[config.mk]
export PLATFORM = sky130hd
export DESIGN_NAME = spi_irq_unit
export DESIGN_NICKNAME = d
export VERILOG_FILES = /design/src/rtl/spi_irq_pkg.sv /design/src/rtl/spi_irq_ctrl.sv /design/src/rtl/spi_irq_datapath.sv /design/src/rtl/spi_irq_unit.sv
export SDC_FILE = /design/constraint.sdc
export NUM_CORES = 1
export LEC_CHECK = 0
export BUFFER_PORTS_ARGS = -buffer_cell sky130_fd_sc_hd__buf_4
export CORE_ASPECT_RATIO = 0.75
export CORE_MARGIN = 2
export CORE_UTILIZATION = 40
export CTS_BUF_LIST = sky130_fd_sc_hd__clkbuf_16
export CTS_CLUSTER_SIZE = 12
export DETAILED_ROUTE_END_ITERATION = 8
export MAX_ROUTING_LAYER = met4
export PLACE_DENSITY = 0.68
export SLEW_MARGIN = 40
export SYNTH_ARGS = -nofsm -noshare
export SYNTH_HDL_FRONTEND = slang
export SYNTH_SLANG_ARGS = --single-unit
[constraint.sdc]
create_clock -name clk -period 2.3 [get_ports clk]
set_input_delay 0.345 -clock clk [delete_from_list [all_inputs] [get_ports clk]]
set_output_delay 0.345 -clock clk [all_outputs]
set_load 0.05 [all_outputs]
[src/rtl/spi_irq_pkg.sv]
package spi_irq_pkg;
  localparam int NUM_SRC = 7;
  localparam int ADDR_W  = 3;

  localparam int BIT_RX_OVR   = 0;
  localparam int BIT_MODE_ERR = 1;
  localparam int BIT_TX_LOW   = 2;
  localparam int BIT_TX_FULL  = 3;
  localparam int BIT_RX_AVAIL = 4;
  localparam int BIT_RX_FULL  = 5;
  localparam int BIT_TX_UNDER = 6;

  // Bits that latch an event rather than follow a level.
  localparam logic [NUM_SRC-1:0] STICKY_SET = 7'b100_0011;

  typedef enum logic [ADDR_W-1:0] {
    RS_STATUS  = 3'd0,
    RS_MASKSET = 3'd1,
    RS_MASKCLR = 3'd2,
    RS_MASK    = 3'd3,
    RS_TXTHR   = 3'd4,
    RS_RXTHR   = 3'd5
  } regSel_e;

  typedef struct packed {
    logic wrStatus;
    logic wrMaskSet;
    logic wrMaskClr;
    logic wrTxThr;
    logic wrRxThr;
  } ctrlStrobes_t;
endpackage

[src/rtl/spi_irq_ctrl.sv]
module spi_irq_ctrl
  import spi_irq_pkg::*;
#(
  parameter int DATA_W  = 32,
  parameter int LEVEL_W = 8
) (
  input  logic                 clk,
  input  logic                 rstN,
  input  logic                 wrEn,
  input  logic                 rdEn,
  input  logic [ADDR_W-1:0]    addr,
  input  logic [NUM_SRC-1:0]   statusVal,
  input  logic [NUM_SRC-1:0]   maskVal,
  input  logic [LEVEL_W-1:0]   txThr,
  input  logic [LEVEL_W-1:0]   rxThr,
  output ctrlStrobes_t         strobes,
  output logic [DATA_W-1:0]    rdData,
  output logic                 rdValid
);
  regSel_e sel;
  logic [DATA_W-1:0] rdNext;

  assign sel = regSel_e'(addr);

  always_comb begin
    strobes = '0;
    if (wrEn) begin
      unique case (sel)
        RS_STATUS:  strobes.wrStatus  = 1'b1;
        RS_MASKSET: strobes.wrMaskSet = 1'b1;
        RS_MASKCLR: strobes.wrMaskClr = 1'b1;
        RS_TXTHR:   strobes.wrTxThr   = 1'b1;
        RS_RXTHR:   strobes.wrRxThr   = 1'b1;
        default:    strobes = '0;
      endcase
    end
  end

  always_comb begin
    rdNext = '0;
    unique case (sel)
      RS_STATUS: rdNext = DATA_W'(statusVal);
      RS_MASK:   rdNext = DATA_W'(maskVal);
      RS_TXTHR:  rdNext = DATA_W'(txThr);
      RS_RXTHR:  rdNext = DATA_W'(rxThr);
      default:   rdNext = '0;
    endcase
  end

  always_ff @(posedge clk) begin
    if (!rstN) begin
      rdData  <= '0;
      rdValid <= 1'b0;
    end else begin
      rdValid <= rdEn;
      if (rdEn) rdData <= rdNext;
    end
  end

  a_r2_setclr_read_zero: assert property (@(posedge clk) disable iff (!rstN)
    (rdEn && (addr == RS_MASKSET || addr == RS_MASKCLR)) |=> (rdData == '0));

  a_r1_valid_follows: assert property (@(posedge clk) disable iff (!rstN)
    rdEn |=> rdValid);

  a_r2_single_strobe: assert property (@(posedge clk) disable iff (!rstN)
    $onehot0(strobes));
endmodule

[src/rtl/spi_irq_datapath.sv]
module spi_irq_datapath
  import spi_irq_pkg::*;
#(
  parameter int DATA_W     = 32,
  parameter int DEPTH      = 128,
  parameter int LEVEL_W    = 8,
  parameter int TX_THR_RST = 1,
  parameter int RX_THR_RST = 1
) (
  input  logic               clk,
  input  logic               rstN,
  input  ctrlStrobes_t       strobes,
  input  logic [DATA_W-1:0]  wrData,
  input  logic [LEVEL_W-1:0] txLevel,
  input  logic [LEVEL_W-1:0] rxLevel,
  input  logic               evRxOverrun,
  input  logic               evModeFail,
  input  logic               evTxUnderflow,
  output logic [NUM_SRC-1:0] statusVal,
  output logic [NUM_SRC-1:0] maskVal,
  output logic [LEVEL_W-1:0] txThr,
  output logic [LEVEL_W-1:0] rxThr,
  output logic               irq
);
  localparam logic [LEVEL_W-1:0] FULL_LVL = LEVEL_W'(DEPTH);

  logic [NUM_SRC-1:0] eventVec;
  logic [NUM_SRC-1:0] levelVec;
  logic [NUM_SRC-1:0] wrBits;
  logic [NUM_SRC-1:0] maskQ;
  logic [LEVEL_W-1:0] txThrQ;
  logic [LEVEL_W-1:0] rxThrQ;
  logic               irqQ;
  logic               unusedBits;

  assign wrBits     = wrData[NUM_SRC-1:0];
  assign unusedBits = ^{wrData, eventVec, levelVec};

  always_comb begin
    eventVec               = '0;
    eventVec[BIT_RX_OVR]   = evRxOverrun;
    eventVec[BIT_MODE_ERR] = evModeFail;
    eventVec[BIT_TX_UNDER] = evTxUnderflow;
  end

  always_comb begin
    levelVec               = '0;
    levelVec[BIT_TX_LOW]   = (txLevel < txThrQ);
    levelVec[BIT_TX_FULL]  = (txLevel == FULL_LVL);
    levelVec[BIT_RX_AVAIL] = (rxLevel >= rxThrQ);
    levelVec[BIT_RX_FULL]  = (rxLevel == FULL_LVL);
  end

  for (genvar i = 0; i < NUM_SRC; i++) begin : g_src
    if (STICKY_SET[i]) begin : g_sticky
      logic stickyQ;
      always_ff @(posedge clk) begin
        if (!rstN) stickyQ <= 1'b0;
        else if (eventVec[i]) stickyQ <= 1'b1;
        else if (strobes.wrStatus && wrBits[i]) stickyQ <= 1'b0;
      end
      assign statusVal[i] = stickyQ;

      a_r11_sticky_hold: assert property (@(posedge clk) disable iff (!rstN)
        (eventVec[i] || (statusVal[i] && !(strobes.wrStatus && wrBits[i])))
          |=> statusVal[i]);
      a_r10_sticky_clear: assert property (@(posedge clk) disable iff (!rstN)
        (strobes.wrStatus && wrBits[i] && !eventVec[i]) |=> !statusVal[i]);
    end else begin : g_level
      assign statusVal[i] = levelVec[i];
    end
  end

  always_ff @(posedge clk) begin
    if (!rstN) maskQ <= '0;
    else if (strobes.wrMaskSet) maskQ <= maskQ | wrBits;
    else if (strobes.wrMaskClr) maskQ <= maskQ & ~wrBits;
  end

  always_ff @(posedge clk) begin
    if (!rstN) begin
      txThrQ <= LEVEL_W'(TX_THR_RST);
      rxThrQ <= LEVEL_W'(RX_THR_RST);
    end else begin
      if (strobes.wrTxThr) txThrQ <= wrData[LEVEL_W-1:0];
      if (strobes.wrRxThr) rxThrQ <= wrData[LEVEL_W-1:0];
    end
  end

  always_ff @(posedge clk) begin
    if (!rstN) irqQ <= 1'b0;
    else       irqQ <= |(statusVal & maskQ);
  end

  assign maskVal = maskQ;
  assign txThr   = txThrQ;
  assign rxThr   = rxThrQ;
  assign irq     = irqQ;

  a_r2_set_bits: assert property (@(posedge clk) disable iff (!rstN)
    strobes.wrMaskSet |=> ((maskQ & $past(wrBits)) == $past(wrBits)));
  a_r3_clear_bits: assert property (@(posedge clk) disable iff (!rstN)
    strobes.wrMaskClr |=> ((maskQ & $past(wrBits)) == '0));
  a_r4_mask_stable: assert property (@(posedge clk) disable iff (!rstN)
    !(strobes.wrMaskSet || strobes.wrMaskClr) |=> $stable(maskQ));
  a_r12_irq_quiet: assert property (@(posedge clk) disable iff (!rstN)
    (maskQ == '0) |=> !irq);
  a_r13_thr_indep: assert property (@(posedge clk) disable iff (!rstN)
    strobes.wrTxThr |=> $stable(rxThrQ));
endmodule

[src/rtl/spi_irq_unit.sv]
module spi_irq_unit
  import spi_irq_pkg::*;
#(
  parameter int DATA_W     = 32,
  parameter int DEPTH      = 128,
  parameter int TX_THR_RST = 1,
  parameter int RX_THR_RST = 1,
  localparam int LEVEL_W   = $clog2(DEPTH + 1)
) (
  input  logic               clk,
  input  logic               rstN,
  input  logic               wrEn,
  input  logic               rdEn,
  input  logic [2:0]         addr,
  input  logic [DATA_W-1:0]  wrData,
  output logic [DATA_W-1:0]  rdData,
  output logic               rdValid,
  input  logic [LEVEL_W-1:0] txLevel,
  input  logic [LEVEL_W-1:0] rxLevel,
  input  logic               evRxOverrun,
  input  logic               evModeFail,
  input  logic               evTxUnderflow,
  output logic               irq
);
  ctrlStrobes_t       strobes;
  logic [NUM_SRC-1:0] statusVal;
  logic [NUM_SRC-1:0] maskVal;
  logic [LEVEL_W-1:0] txThr;
  logic [LEVEL_W-1:0] rxThr;

  spi_irq_ctrl #(.DATA_W(DATA_W), .LEVEL_W(LEVEL_W)) u_ctrl (
    .clk(clk), .rstN(rstN), .wrEn(wrEn), .rdEn(rdEn), .addr(addr),
    .statusVal(statusVal), .maskVal(maskVal), .txThr(txThr), .rxThr(rxThr),
    .strobes(strobes), .rdData(rdData), .rdValid(rdValid)
  );

  spi_irq_datapath #(
    .DATA_W(DATA_W), .DEPTH(DEPTH), .LEVEL_W(LEVEL_W),
    .TX_THR_RST(TX_THR_RST), .RX_THR_RST(RX_THR_RST)
  ) u_dp (
    .clk(clk), .rstN(rstN), .strobes(strobes), .wrData(wrData),
    .txLevel(txLevel), .rxLevel(rxLevel),
    .evRxOverrun(evRxOverrun), .evModeFail(evModeFail), .evTxUnderflow(evTxUnderflow),
    .statusVal(statusVal), .maskVal(maskVal), .txThr(txThr), .rxThr(rxThr), .irq(irq)
  );
endmodule

* After elaboration in Yosys (flattened, before gate mapping) *
Cells that the tools add are included.

storage, ports and cells
  output and inout port bits = 34
  register bits = 60
  bits of input ports = 58
  logic and storage cells = 46

operators by class
  reductions and logical operators = 9
  $lt $le $gt $ge = 2
  bitwise logic cells = 4
  equality and inequality tests = 7
  multiplexer cells = 15

operator list
  cell                                                                   count
  8-bit one-hot mux with 4 select lines                                  1
  8-bit equality test, second input constant                             2
  7-bit bitwise AND                                                      2
  7-bit 2-to-1 mux                                                       2
  1-bit 2-to-1 mux                                                       11
  8-bit >= comparator                                                    1
  8-bit < comparator                                                     1
  2-bit nonzero test                                                     4
  7-bit inverter                                                         1
  7-bit bitwise OR                                                       1
  7-bit OR reduction                                                     1
  3-bit by 2-bit equality test with 1-bit output, second input constant  2
  3-bit equality test, second input constant                             2
  5-bit 2-to-1 mux                                                       1
  3-bit by 1-bit equality test with 1-bit output, second input constant  1
  1-bit logical AND                                                      3
  3-bit logical NOT                                                      1

* Logic depth before layout (Yosys ltp) *
  depth in word-level cells = 6
  mapped depth = 7
  gate-level depth less buffers = 7

* By module *
From an unflattened synthesis, not the netlist that was laid out.

second synthesis, totals
  cells, all modules = 243
  area total of the unflattened synthesis = 2208.4 um^2

by module, submodules not included
  module            instances  area each (um^2)  cells an instance  sequential area each (um^2)
  spi_irq_datapath  1          1467.7            159                540.5
  spi_irq_ctrl      1          740.7             84                 180.2

* Least setup slack after synthesis *
OpenSTA, ideal clock, no wires.

  path type = register to register
  start = register u_dp.rxThrQ[6] (netlist: u_dp.rxThr[6])
  end = register u_dp.irqQ (netlist: u_dp.irq)
  setup slack = 0.687 ns
  period minus slack after synthesis = 1.613 ns
  library setup time = 0.123 ns
  required time = 2.177 ns
  path buffers = 0
  arrival time = 1.490 ns
  stages on the path, launching flop included = 8
  path through = dfxtp_1 -> inv_1 -> ha_1 -> a21o_1 -> a221oi_2 -> o21ai_1 -> a221oi_1 -> nor2b_1

between the ends
  word-level cells in the longest chain between the ends = 3

RTL lines
  element                 line                    source
  from (decl)             spi_irq_datapath.sv:32  logic [LEVEL_W-1:0] rxThrQ;
  from (signal assigned)  spi_irq_datapath.sv:83  rxThrQ <= LEVEL_W'(RX_THR_RST);
  from (signal assigned)  spi_irq_datapath.sv:86  if (strobes.wrRxThr) rxThrQ <= wrData[LEVEL_W-1:0];
  8-bit >= comparator     spi_irq_datapath.sv:50  levelVec[BIT_RX_AVAIL] = (rxLevel >= rxThrQ);
  7-bit bitwise AND       spi_irq_datapath.sv:92  else irqQ <= |(statusVal & maskQ);
  7-bit OR reduction      spi_irq_datapath.sv:92
  to (signal assigned)    spi_irq_datapath.sv:92
  to (decl)               spi_irq_datapath.sv:33  logic irqQ;

No other way between the ends.
A chain may end at the register's enable or synchronous reset.

* Worst setup path after layout *
Ends and elaborated chain as after synthesis.

==> flow_metrics.tcl <==
set metrics [dict create \
    fin_ws_ps 425 \
    coreArea_um2 5380 \
    antennaDiodeCount 0 \
    wire_per_inst_um 13.4 \
    chipHeight_um 69.1 \
    cts_buffers 5 \
    synth_warnings 0 \
    gp_congestion 0.875 \
    drtIter0Drc 127 \
    grt_usage_pct 18.1 \
    critical_path.startpoint_type "flip-flop" \
    htree_levels 2 \
    leakage_nw 1.06 \
    antenna_left 0 \
    layout-drive-gt1-share_pct 18.3 \
    critPathRequiredTime_ps 2460 \
    clk_pin_slew_ps 50 \
    layout_common_cells "nand2_1, buf_4, dfxtp_1, conb_1" \
    syn_area_um2 2260 \
    grt_setup_unrepaired "no" \
    finalCriticalPeriod_ps 1870 \
    max_slew.worst_pin.slew_ps 552 \
    synth-seq-cells 36 \
    cts_sinks 36 \
    dp_slack_ps 395 \
    routed_wl_um 5320 \
    clkLatencyLatePin_ps 280 \
    slew_viol_final 0 \
    vias 1999 \
    hp-class "in2reg" \
    drt_pass1_iterations 4 \
    fin_nets 395 \
    via_per_inst 5.02 \
    syn2layout_area_growth_pct 18.4 \
    start_util_pct 42.0 \
    max_freq_mhz 533 \
    rows 23 \
    power_density_nw_per_um2 599 \
    fin_crit_sh_pct 81.5 \
    ys_seq_area_share_pct 31.9 \
    critPathKind "reg2reg" \
    cts_hold_buf 0 \
    critPathCaptureType "flip-flop" \
    io_pins 92 \
    maxCapViolations 0 \
    grt_pass1_vias 1866 \
    setup_viol 0 \
    root_buffer "clkbuf_16" \
    grt.overflow.total 0 \
    drc 0 \
    async_flop_share_pct 0 \
    grt_pass1_wl_um 8900 \
    slew_headroom_pct 63.0 \
    avgSynthCellArea_um2 7.98 \
    synth_ff_type "dfxtp_1" \
    antenna_found_initial 0 \
    finalHoldViolCount 0 \
    dieArea_um2 6270 \
    tns_ps 0 \
    cts_tree "yes" \
    cts_setup_buffers 0 \
    io_buffers 43 \
    final_common_cell "nand2_1" \
    synth_edf_count 0 \
    synth_cell_type_count 40 \
    die_w_um 90.8 \
    finalCoreUtilization_pct 49.7 \
    finClkSkew_ps 1.45 \
    peakVddDrop_mv 0.376 \
    outcome "completed" \
    worstPathMaxFanout 3 \
    clock_path_buffers 2 \
    cts_resized 0 \
    syn_inst 283 \
    dp_hpwl_um 4200 \
    cp.arrival_ps 2030 \
    grt_max_degree 37 \
]
routing by layer:
| metal | global-route usage, % | vias up | share of wire (%) | wire, um |
|---|---|---|---|---|
| met2 | 27.0 | 62 | 45 | 2380 |
| met3 | 4.15 | 12 | 6.2 | 329 |
| met4 | 6.15 | 0 | 2.0 | 108 |
| met5 | - | - | 0 | 0 |
| li1 | - | 1007 | - | - |
| met1 | 24.2 | 918 | 47 | 2500 |
synthesized netlist by cell type, types with 3 or more instances:
cell,number,area (um^2)
a211oi_1,3,22.5
o21ai_1,7,35.0
o21ai_0,4,20.0
a31oi_1,5,31.3
inv_1,16,60.1
a21o_1,3,22.5
nor2_1,8,30.0
a21oi_1,14,70.1
nand2_1,51,191
a22o_1,4,35.0
buf_2,4,20.0
mux2_1,3,33.8
dfxtp_1,36,721
a22oi_1,10,75.1
ha_1,15,188
nand2b_1,5,31.3
a21boi_1,15,113
clkbuf_1,5,18.8
nand3_1,9,45.0
nor2b_1,16,100
buf_4,25,188
worst max-delay path, stage by stage, from the launching register on:
cell,delay [ps]
dfxtp_1,370
inv_1,80
ha_1,290
a21o_1,190
a221oi_2,240
o21ai_1,140
a221oi_1,360
nor2b_1,80
cells by family after synthesis:
logic type	count (synthesis)	synth area share, %
DFF	36	31.9
other	1	0.166
AOI/OAI and AO/OA	72	21.8
muxes	3	1.50
adders and majority gates	15	8.31
and+or+nand+nor	105	23.5
buffers and inverters	51	12.9
layout make-up:
cell class	count	area (um^2)
multi-input cells	219	1330
well taps	75	93.8
repair buffers	43	323
clock buffers	5	125
fillers	539	2710
inverters	17	63.8
flip-flops and latches	36	721
clock inverters	3	13.8
worst paths after layout:
kind	start	cells past startpoint	end	slack, ps
max	u_dp.rxThr[6]	7	u_dp.irq	430
min	evTxUnderflow	3	u_dp.g_src[6].g_sticky.stickyQ	290
max reg2reg	u_dp.rxThr[6]	7	u_dp.irq	430
min reg2reg	u_dp.txThr[7]	2	u_dp.txThr[7]	470
per-stage QoR:
step                instance area (um^2)  hold slack, ps  total power, mW  cells
floorplan                           2340             435            0.913    306
CTS                                 2670             289             1.62    398
global placement                    2530             443            0.971    390
global route                        2670             302             1.67    398
detailed placement                  2530             462            0.976    390
finish                              2670             295             1.60    398
report_power, final:
| part | switching, mW | leakage [nW] | internal (mW) |
|---|---|---|---|
| registers | 0.0139 | 0.293 | 0.642 |
| logic | 0.208 | 0.694 | 0.100 |
| clock network | 0.244 | 0.0710 | 0.393 |
No activity file was read; power rests on OpenSTA's default activity.
